File: config.mk
export PLATFORM = sky130hd
export DESIGN_NAME = mdio_ix_ctrl
export DESIGN_NICKNAME = d
export VERILOG_FILES = /design/src/rtl/mdio_ix_pkg.sv /design/src/rtl/mdio_ix_mdc_gen.sv /design/src/rtl/mdio_ix_shifter.sv /design/src/rtl/mdio_ix_ctrl.sv
export SDC_FILE = /design/constraint.sdc
export NUM_CORES = 1
export LEC_CHECK = 0
export ABC_AREA = 1
export BUFFER_PORTS_ARGS = -buffer_cell sky130_fd_sc_hd__buf_2
export CAP_MARGIN = 20
export CORE_MARGIN = 5
export CORE_UTILIZATION = 61
export DETAILED_ROUTE_END_ITERATION = 12
export PLACE_DENSITY_LB_ADDON = 0.25
export SLEW_MARGIN = 20
export SYNTH_ARGS = -nofsm -noshare
export SYNTH_HDL_FRONTEND = slang
export SYNTH_SLANG_ARGS = --single-unit
File: constraint.sdc
create_clock -name clk -period 13.65 [get_ports clk]
set_input_delay 1.365 -clock clk [delete_from_list [all_inputs] [get_ports clk]]
set_output_delay 1.365 -clock clk [all_outputs]
set_load 0.01 [all_outputs]
File: src/rtl/mdio_ix_pkg.sv
package mdio_ix_pkg;

  localparam int PORT_W    = 5;
  localparam int DEV_W     = 5;
  localparam int REG_W     = 16;
  localparam int PRE_LEN   = 32;
  localparam int FRAME_LEN = PRE_LEN + 2 + 2 + PORT_W + DEV_W + 2 + REG_W;
  localparam int TA_POS    = PRE_LEN + 4 + PORT_W + DEV_W;
  localparam int PAY_POS   = TA_POS + 2;

  typedef enum logic [1:0] {
    OP_ADDR  = 2'b00,
    OP_WRITE = 2'b01,
    OP_RSVD  = 2'b10,
    OP_READ  = 2'b11
  } mdio_op_e;

  // field order gives the command word layout, MSB first
  typedef struct packed {
    mdio_op_e          op;
    logic [PORT_W-1:0] port;
    logic [DEV_W-1:0]  dev;
    logic [REG_W-1:0]  addr;
  } mdio_cmd_t;

  localparam int CMD_FLD_W = $bits(mdio_cmd_t);
  localparam int CMD_W     = CMD_FLD_W + 1;
  localparam int GO_BIT    = CMD_W - 1;

  function automatic logic [FRAME_LEN-1:0] build_frame(input mdio_cmd_t c,
                                                       input logic [REG_W-1:0] wdata);
    logic [1:0]       ob;
    logic [1:0]       ta;
    logic [REG_W-1:0] pay;
    ob  = c.op;
    ta  = ob[1] ? 2'b11 : 2'b10;
    if (ob[1])               pay = '1;
    else if (ob == OP_WRITE) pay = wdata;
    else                     pay = c.addr;
    build_frame = {{PRE_LEN{1'b1}}, 2'b00, ob, c.port, c.dev, ta, pay};
  endfunction

endpackage

File: src/rtl/mdio_ix_mdc_gen.sv
module mdio_ix_mdc_gen #(
  parameter int HALF_W   = 8,
  parameter int DEF_HALF = 32
) (
  input  logic              clk,
  input  logic              rst_n,
  input  logic              run_i,
  input  logic [HALF_W-1:0] half_i,
  output logic              mdc_o,
  output logic              rise_o,
  output logic              fall_o
);

  logic [HALF_W-1:0] cnt_q, cnt_d, lim;
  logic              mdc_q, mdc_d, tick;

  always_comb begin
    lim   = (half_i == '0) ? HALF_W'(DEF_HALF - 1) : half_i - 1'b1;
    tick  = run_i && (cnt_q == lim);
    cnt_d = cnt_q;
    mdc_d = mdc_q;
    if (!run_i) begin
      cnt_d = '0;
      mdc_d = 1'b0;
    end else if (tick) begin
      cnt_d = '0;
      mdc_d = ~mdc_q;
    end else begin
      cnt_d = cnt_q + 1'b1;
    end
  end

  always_ff @(posedge clk or negedge rst_n) begin
    if (!rst_n) begin
      cnt_q <= '0;
      mdc_q <= 1'b0;
    end else begin
      cnt_q <= cnt_d;
      mdc_q <= mdc_d;
    end
  end

  assign mdc_o  = mdc_q;
  assign rise_o = tick && !mdc_q;
  assign fall_o = tick && mdc_q;

endmodule

File: src/rtl/mdio_ix_shifter.sv
module mdio_ix_shifter
  import mdio_ix_pkg::*;
(
  input  logic                 clk,
  input  logic                 rst_n,
  input  logic                 start_i,
  input  logic [FRAME_LEN-1:0] frame_i,
  input  logic                 rd_type_i,
  input  logic                 rise_i,
  input  logic                 fall_i,
  input  logic                 mdio_i,
  output logic                 run_o,
  output logic                 done_o,
  output logic                 mdio_o,
  output logic                 mdio_oe_o,
  output logic [REG_W-1:0]     cap_o
);

  localparam int IDX_W = $clog2(FRAME_LEN);

  logic                 run_q, run_d, rdt_q, rdt_d, last;
  logic [IDX_W-1:0]     idx_q, idx_d;
  logic [FRAME_LEN-1:0] sh_q, sh_d;
  logic [REG_W-1:0]     cap_q, cap_d;

  always_comb begin
    last  = (idx_q == IDX_W'(FRAME_LEN - 1));
    run_d = run_q;
    rdt_d = rdt_q;
    idx_d = idx_q;
    sh_d  = sh_q;
    cap_d = cap_q;
    if (!run_q) begin
      if (start_i) begin
        run_d = 1'b1;
        rdt_d = rd_type_i;
        idx_d = '0;
        sh_d  = frame_i;
        cap_d = '0;
      end
    end else begin
      if (rise_i && rdt_q && (idx_q >= IDX_W'(PAY_POS)))
        cap_d = {cap_q[REG_W-2:0], mdio_i};
      if (fall_i) begin
        if (last) begin
          run_d = 1'b0;
        end else begin
          idx_d = idx_q + 1'b1;
          sh_d  = {sh_q[FRAME_LEN-2:0], 1'b1};
        end
      end
    end
  end

  always_ff @(posedge clk or negedge rst_n) begin
    if (!rst_n) begin
      run_q <= 1'b0;
      rdt_q <= 1'b0;
      idx_q <= '0;
      sh_q  <= '1;
      cap_q <= '0;
    end else begin
      run_q <= run_d;
      rdt_q <= rdt_d;
      idx_q <= idx_d;
      sh_q  <= sh_d;
      cap_q <= cap_d;
    end
  end

  assign run_o     = run_q;
  assign done_o    = run_q && fall_i && last;
  assign mdio_o    = sh_q[FRAME_LEN-1];
  assign mdio_oe_o = run_q && !(rdt_q && (idx_q >= IDX_W'(TA_POS)));
  assign cap_o     = cap_q;

endmodule

File: src/rtl/mdio_ix_ctrl.sv
module mdio_ix_ctrl
  import mdio_ix_pkg::*;
#(
  parameter int HALF_W   = 8,
  parameter int DEF_HALF = 32
) (
  input  logic               clk,
  input  logic               rst_n,
  input  logic [HALF_W-1:0]  mdc_half,
  input  logic               cmd_we,
  input  logic [CMD_W-1:0]   cmd_wdata,
  output logic [CMD_W-1:0]   cmd_rdata,
  input  logic               dat_we,
  input  logic [REG_W-1:0]   dat_wdata,
  output logic [2*REG_W-1:0] dat_rdata,
  output logic               mdc,
  output logic               mdio_o,
  output logic               mdio_oe,
  input  logic               mdio_i
);

  logic rst_meta, rst_sync;

  always_ff @(posedge clk or negedge rst_n) begin
    if (!rst_n) begin
      rst_meta <= 1'b0;
      rst_sync <= 1'b0;
    end else begin
      rst_meta <= 1'b1;
      rst_sync <= rst_meta;
    end
  end

  mdio_cmd_t            cmd_q, cmd_d, cmd_new;
  logic [REG_W-1:0]     wdat_q, wdat_d, rdat_q, rdat_d, cap;
  logic [FRAME_LEN-1:0] frame;
  logic [1:0]           op_cur, op_new;
  logic                 busy, done, start, rise, fall;

  always_comb begin
    cmd_new = mdio_cmd_t'(cmd_wdata[CMD_FLD_W-1:0]);
    op_new  = cmd_new.op;
    op_cur  = cmd_q.op;
    start   = cmd_we && cmd_wdata[GO_BIT] && !busy;
    frame   = build_frame(cmd_new, wdat_q);
    cmd_d   = cmd_q;
    if (cmd_we && !busy) cmd_d = cmd_new;
    wdat_d  = wdat_q;
    if (dat_we) wdat_d = dat_wdata;
    rdat_d  = rdat_q;
    if (done && op_cur[1]) rdat_d = cap;
  end

  always_ff @(posedge clk or negedge rst_sync) begin
    if (!rst_sync) begin
      cmd_q  <= '0;
      wdat_q <= '0;
      rdat_q <= '0;
    end else begin
      cmd_q  <= cmd_d;
      wdat_q <= wdat_d;
      rdat_q <= rdat_d;
    end
  end

  mdio_ix_mdc_gen #(
    .HALF_W   (HALF_W),
    .DEF_HALF (DEF_HALF)
  ) u_mdc_gen (
    .clk    (clk),
    .rst_n  (rst_sync),
    .run_i  (busy),
    .half_i (mdc_half),
    .mdc_o  (mdc),
    .rise_o (rise),
    .fall_o (fall)
  );

  mdio_ix_shifter u_shifter (
    .clk       (clk),
    .rst_n     (rst_sync),
    .start_i   (start),
    .frame_i   (frame),
    .rd_type_i (op_new[1]),
    .rise_i    (rise),
    .fall_i    (fall),
    .mdio_i    (mdio_i),
    .run_o     (busy),
    .done_o    (done),
    .mdio_o    (mdio_o),
    .mdio_oe_o (mdio_oe),
    .cap_o     (cap)
  );

  assign cmd_rdata = {busy, cmd_q};
  assign dat_rdata = {rdat_q, wdat_q};


  cmd_hold_chk: assert property (@(posedge clk) disable iff (!rst_sync)
    (busy && cmd_we) |=> $stable(cmd_q));


  mdc_idle_chk: assert property (@(posedge clk) disable iff (!rst_sync)
    !busy |-> !mdc);


  mdio_edge_chk: assert property (@(posedge clk) disable iff (!rst_sync)
    (busy && $past(busy) && !$stable(mdio_o)) |-> !mdc);


  busy_fall_chk: assert property (@(posedge clk) disable iff (!rst_sync)
    $fell(busy) |-> $past(mdc));


  rd_hold_chk: assert property (@(posedge clk) disable iff (!rst_sync)
    !busy |=> $stable(rdat_q));

endmodule

==> key figures <==
Synth
  – Async set-reset flop share out of synthesis: 100%
  – Adder-cell share of the synthesized area: 0.814%
  – Sequential area share after synthesis: 52.8%
  – Number of library cell types mapped by synthesis: 34
  – Synth warn: 0
  – Simple-gate share of the synthesized area: 30.7%
  – Post-synthesis xor/xnor area fraction: 1.03%
  – Seq cells post-synth: 159
  – Synth Net Count: 988
  – Predominant post-synthesis flop cell: dfrtp_1
  – Post-synth EDFFs: 0
  – Post-synthesis mux area share: 1.90%
  – Synth Area per Inst: 8.31 µm²
  – Cell Area, Synth: 0.00769 mm²
  – Cells after Synth: 925
  – Complex-gate fraction of the synthesized area: 5.81%
  – Largest family of logic cells by synthesized area: simple AND/OR/NAND/NOR gates

Clock tree
  – Num CTS Buffers: 17
  – Post-CTS Resized: 0
  – Cts hold-fix bufs: 0
  – CTS sink count: 159
  – Root Driver: clkbuf_16
  – Clk Latency, worst-skew pair: 0.43 ns
  – Clk buf depth: 2
  – Post-CTS Setup Inserts: 0
  – CTS tree: built
  – H-tree Lvls: 4
  – Clk pin slew, worst setup/hold paths: 0.07 ns

Worst setup path
  – Crit Path Max Fanout: 72
  – Internal reg-to-reg setup slack: 10.80 ns
  – Crit path required time: 14.00 ns
  – Worst Path Arrival: 4.35 ns
  – CP startpoint kind: input port
  – Reg-to-reg startpoint: u_shifter.idx_q[1]$_DFFE_PN0P_
  – Setup Crit Path Kind: input port to register
  – R2R depth: 10
  – Crit end category: register
  – Worst R2R End: u_shifter.sh_q[34]$_DFFE_PN1P_

Finish
  – # diodes: 0
  – Final net count: 1083
  – Final core utilization: 71.6%
  – Syn-to-layout area delta: 16.1%
  – Share of cells above drive strength 1: 27.9%

Power and ir drop
  – Leakage: 4.90 nW
  – Pwr dens: 125 mW/mm²
  – Peak VDD IR: 0.0803 mV

Drt
  – Metal3 WL: 976 µm
  – DR vias/cell: 5.37
  – Post-DRT Antenna Nets: 0
  – DRT met1 WL: 7.47 mm
  – Highest routed layer: met4
  – Drt wl/cell: 14.3 µm
  – DR DRC count: 0
  – Post-Route WL: 17.2 mm
  – Routed wl met2: 8.43 mm
  – First drt pass iteration count: 5
  – Routed vias: 6475
  – Starting DRT DRC Count: 553

Global route
  – Largest net degree at the start of global routing: 87
  – Overall Global Routing Usage: 24.4%
  – Global-route wire length before repair: 29.4 mm
  – Global route overflow: 0
  – Initial antenna violation count: 0
  – Vias in the first global route: 6228

STA
  – Slack of the critical path: 9.65 ns
  – Fin crit period: 4.00 ns
  – Max-slew violations: 0
  – Max Clock Freq: 250 MHz
  – Setup TNS: 0 ns
  – Clk_skew: 0.0122 ns
  – Endpoints failing hold: 0
  – Unrepaired setup endpoints after global routing: false
  – Max-slew headroom at the worst pin: 30.7%
  – Final period util: 29.3%
  – Final setup viols: 0
  – Worst-margin pin slew: 1.04 ns

Die
  – Die ar.: 0.0149 mm²
  – Die width: 122 µm
  – # rows: 41
  – Die height: 122 µm
  – Starting Density: 61.7%
  – Core Region: 0.0125 mm²
  – IO Count: 122

Placed design
  – Post-DP HPWL: 10.8 mm
  – IO Port Bufs: 121
  – Pre-CTS WS: 9.22 ns
  – Final GP Congestion: 0.828

Status
  – Status: finished clean

Worst hold path
  – HP Class: register to asynchronous set/reset pin

Run
  – Max cap viols: 0
state kept, by name, indices dropped and copies added (netlist names):
signal,cells
u_shifter.rdt_q,1
op_cur,2
rst_sync,1
u_shifter.cap_o,16
u_mdc_gen.mdc_o,1
u_shifter.sh_q,64
wdat_q,16
cmd_rdata,26
u_mdc_gen.cnt_q,8
u_shifter.idx_q,6
u_shifter.run_o,1
rdat_q,16
rst_meta,1
cell usage after synthesis (13+ instances only):
master | n | area, µm²
mux2_2 | 13 | 146
nand4_1 | 41 | 257
o211ai_1 | 13 | 97.6
nor2_1 | 36 | 135
dfrtp_1 | 95 | 2380
nand2_1 | 305 | 1140
clkbuf_1 | 41 | 154
or2_2 | 33 | 206
o21ai_0 | 55 | 275
inv_1 | 67 | 251
nand3_1 | 102 | 510
dfstp_2 | 64 | 1680
layer usage:
layer | up-vias | global-route usage (%)
met2 | 192 | 40.0
met1 | 3081 | 32.9
met5 | - | 0
met4 | 0 | 8.33
met3 | 26 | 4.88
li1 | 3176 | -
cell usage in the layout, fill, tap and decap left out, types with 3 or more instances in the layout:
master	n
nor2_1	36
or2_2	33
nand4_1	41
clkbuf_8	3
buf_4	10
dfstp_2	64
clkbuf_16	17
inv_2	5
nor3_1	3
a21oi_1	4
nand3_2	3
nand3_1	102
clkinvlp_4	3
ha_1	5
o21ai_0	55
mux2_2	13
o211ai_1	13
nand2_1	304
inv_1	67
clkinv_2	4
dfrtp_1	94
nand2_2	4
xor2_1	6
buf_2	121
xnor2_1	3
logic make-up after synthesis:
logic type,Yosys count
compound gates,80
xor+xnor,9
fa+ha+maj,5
buf+inv,127
flops,159
mux,13
other cells,1
simple gates,531
final cells by class:
| type | count | area (µm²) |
|---|---|---|
| clock buffer | 22 | 474 |
| tap | 172 | 215 |
| sequential | 159 | 4060 |
| inverter | 72 | 270 |
| clock inverter | 10 | 111 |
| timing repair buffer | 131 | 681 |
| fill | 993 | 3540 |
| multi-input combinational | 639 | 3110 |
critical path, cell delays in order:
cell	delay, ns
buf_2	0.12
inv_1	0.16
ha_1	0.20
inv_1	0.04
nor2_1	0.12
nand2_2	0.19
nand3_1	0.16
nand2_1	0.06
nand2_1	0.06
nor2_1	0.04
nand2_1	0.05
nor2_1	0.06
nand4_4	0.06
buf_4	0.58
nand2_2	0.45
buf_4	0.42
nand2_1	0.12
nand2_1	0.05
worst max-delay path by stage:
stage	startpoint	to	slack [ns]
after CTS	mdc_half[0]	u_shifter.sh_q[60]$_DFFE_PN1P_	9.65
after floorplan	rst_sync$_DFF_PN0_	cmd_rdata[0]$_DFFE_PN0P_	9.00
final	mdc_half[0]	u_shifter.sh_q[34]$_DFFE_PN1P_	9.65
after global placement	mdc_half[0]	u_shifter.sh_q[8]$_DFFE_PN1P_	9.25
after global routing	mdc_half[0]	u_shifter.sh_q[28]$_DFFE_PN1P_	9.29
after detailed placement	mdc_half[0]	u_shifter.sh_q[28]$_DFFE_PN1P_	9.22
metrics by stage:
stage	std cells	instance area (µm²)	total power, mW	hold slack, ns
3_3_place_gp	1173	8340	0.650	0.267
3_5_place_dp	1173	8340	0.654	0.269
5_1_grt	1205	8930	1.17	0.302
4_1_cts	1205	8930	1.13	0.276
2_1_floorplan	925	7690	0.614	0.331
6_report	1205	8930	1.12	0.258
power breakdown:
group | switching (mW) | internal (mW)
Combinational | 0.0743 | 0.0510
Sequential | 0.0236 | 0.497
Clock | 0.188 | 0.283
Total | 0.286 | 0.831
(Power assumes the default switching activity.)
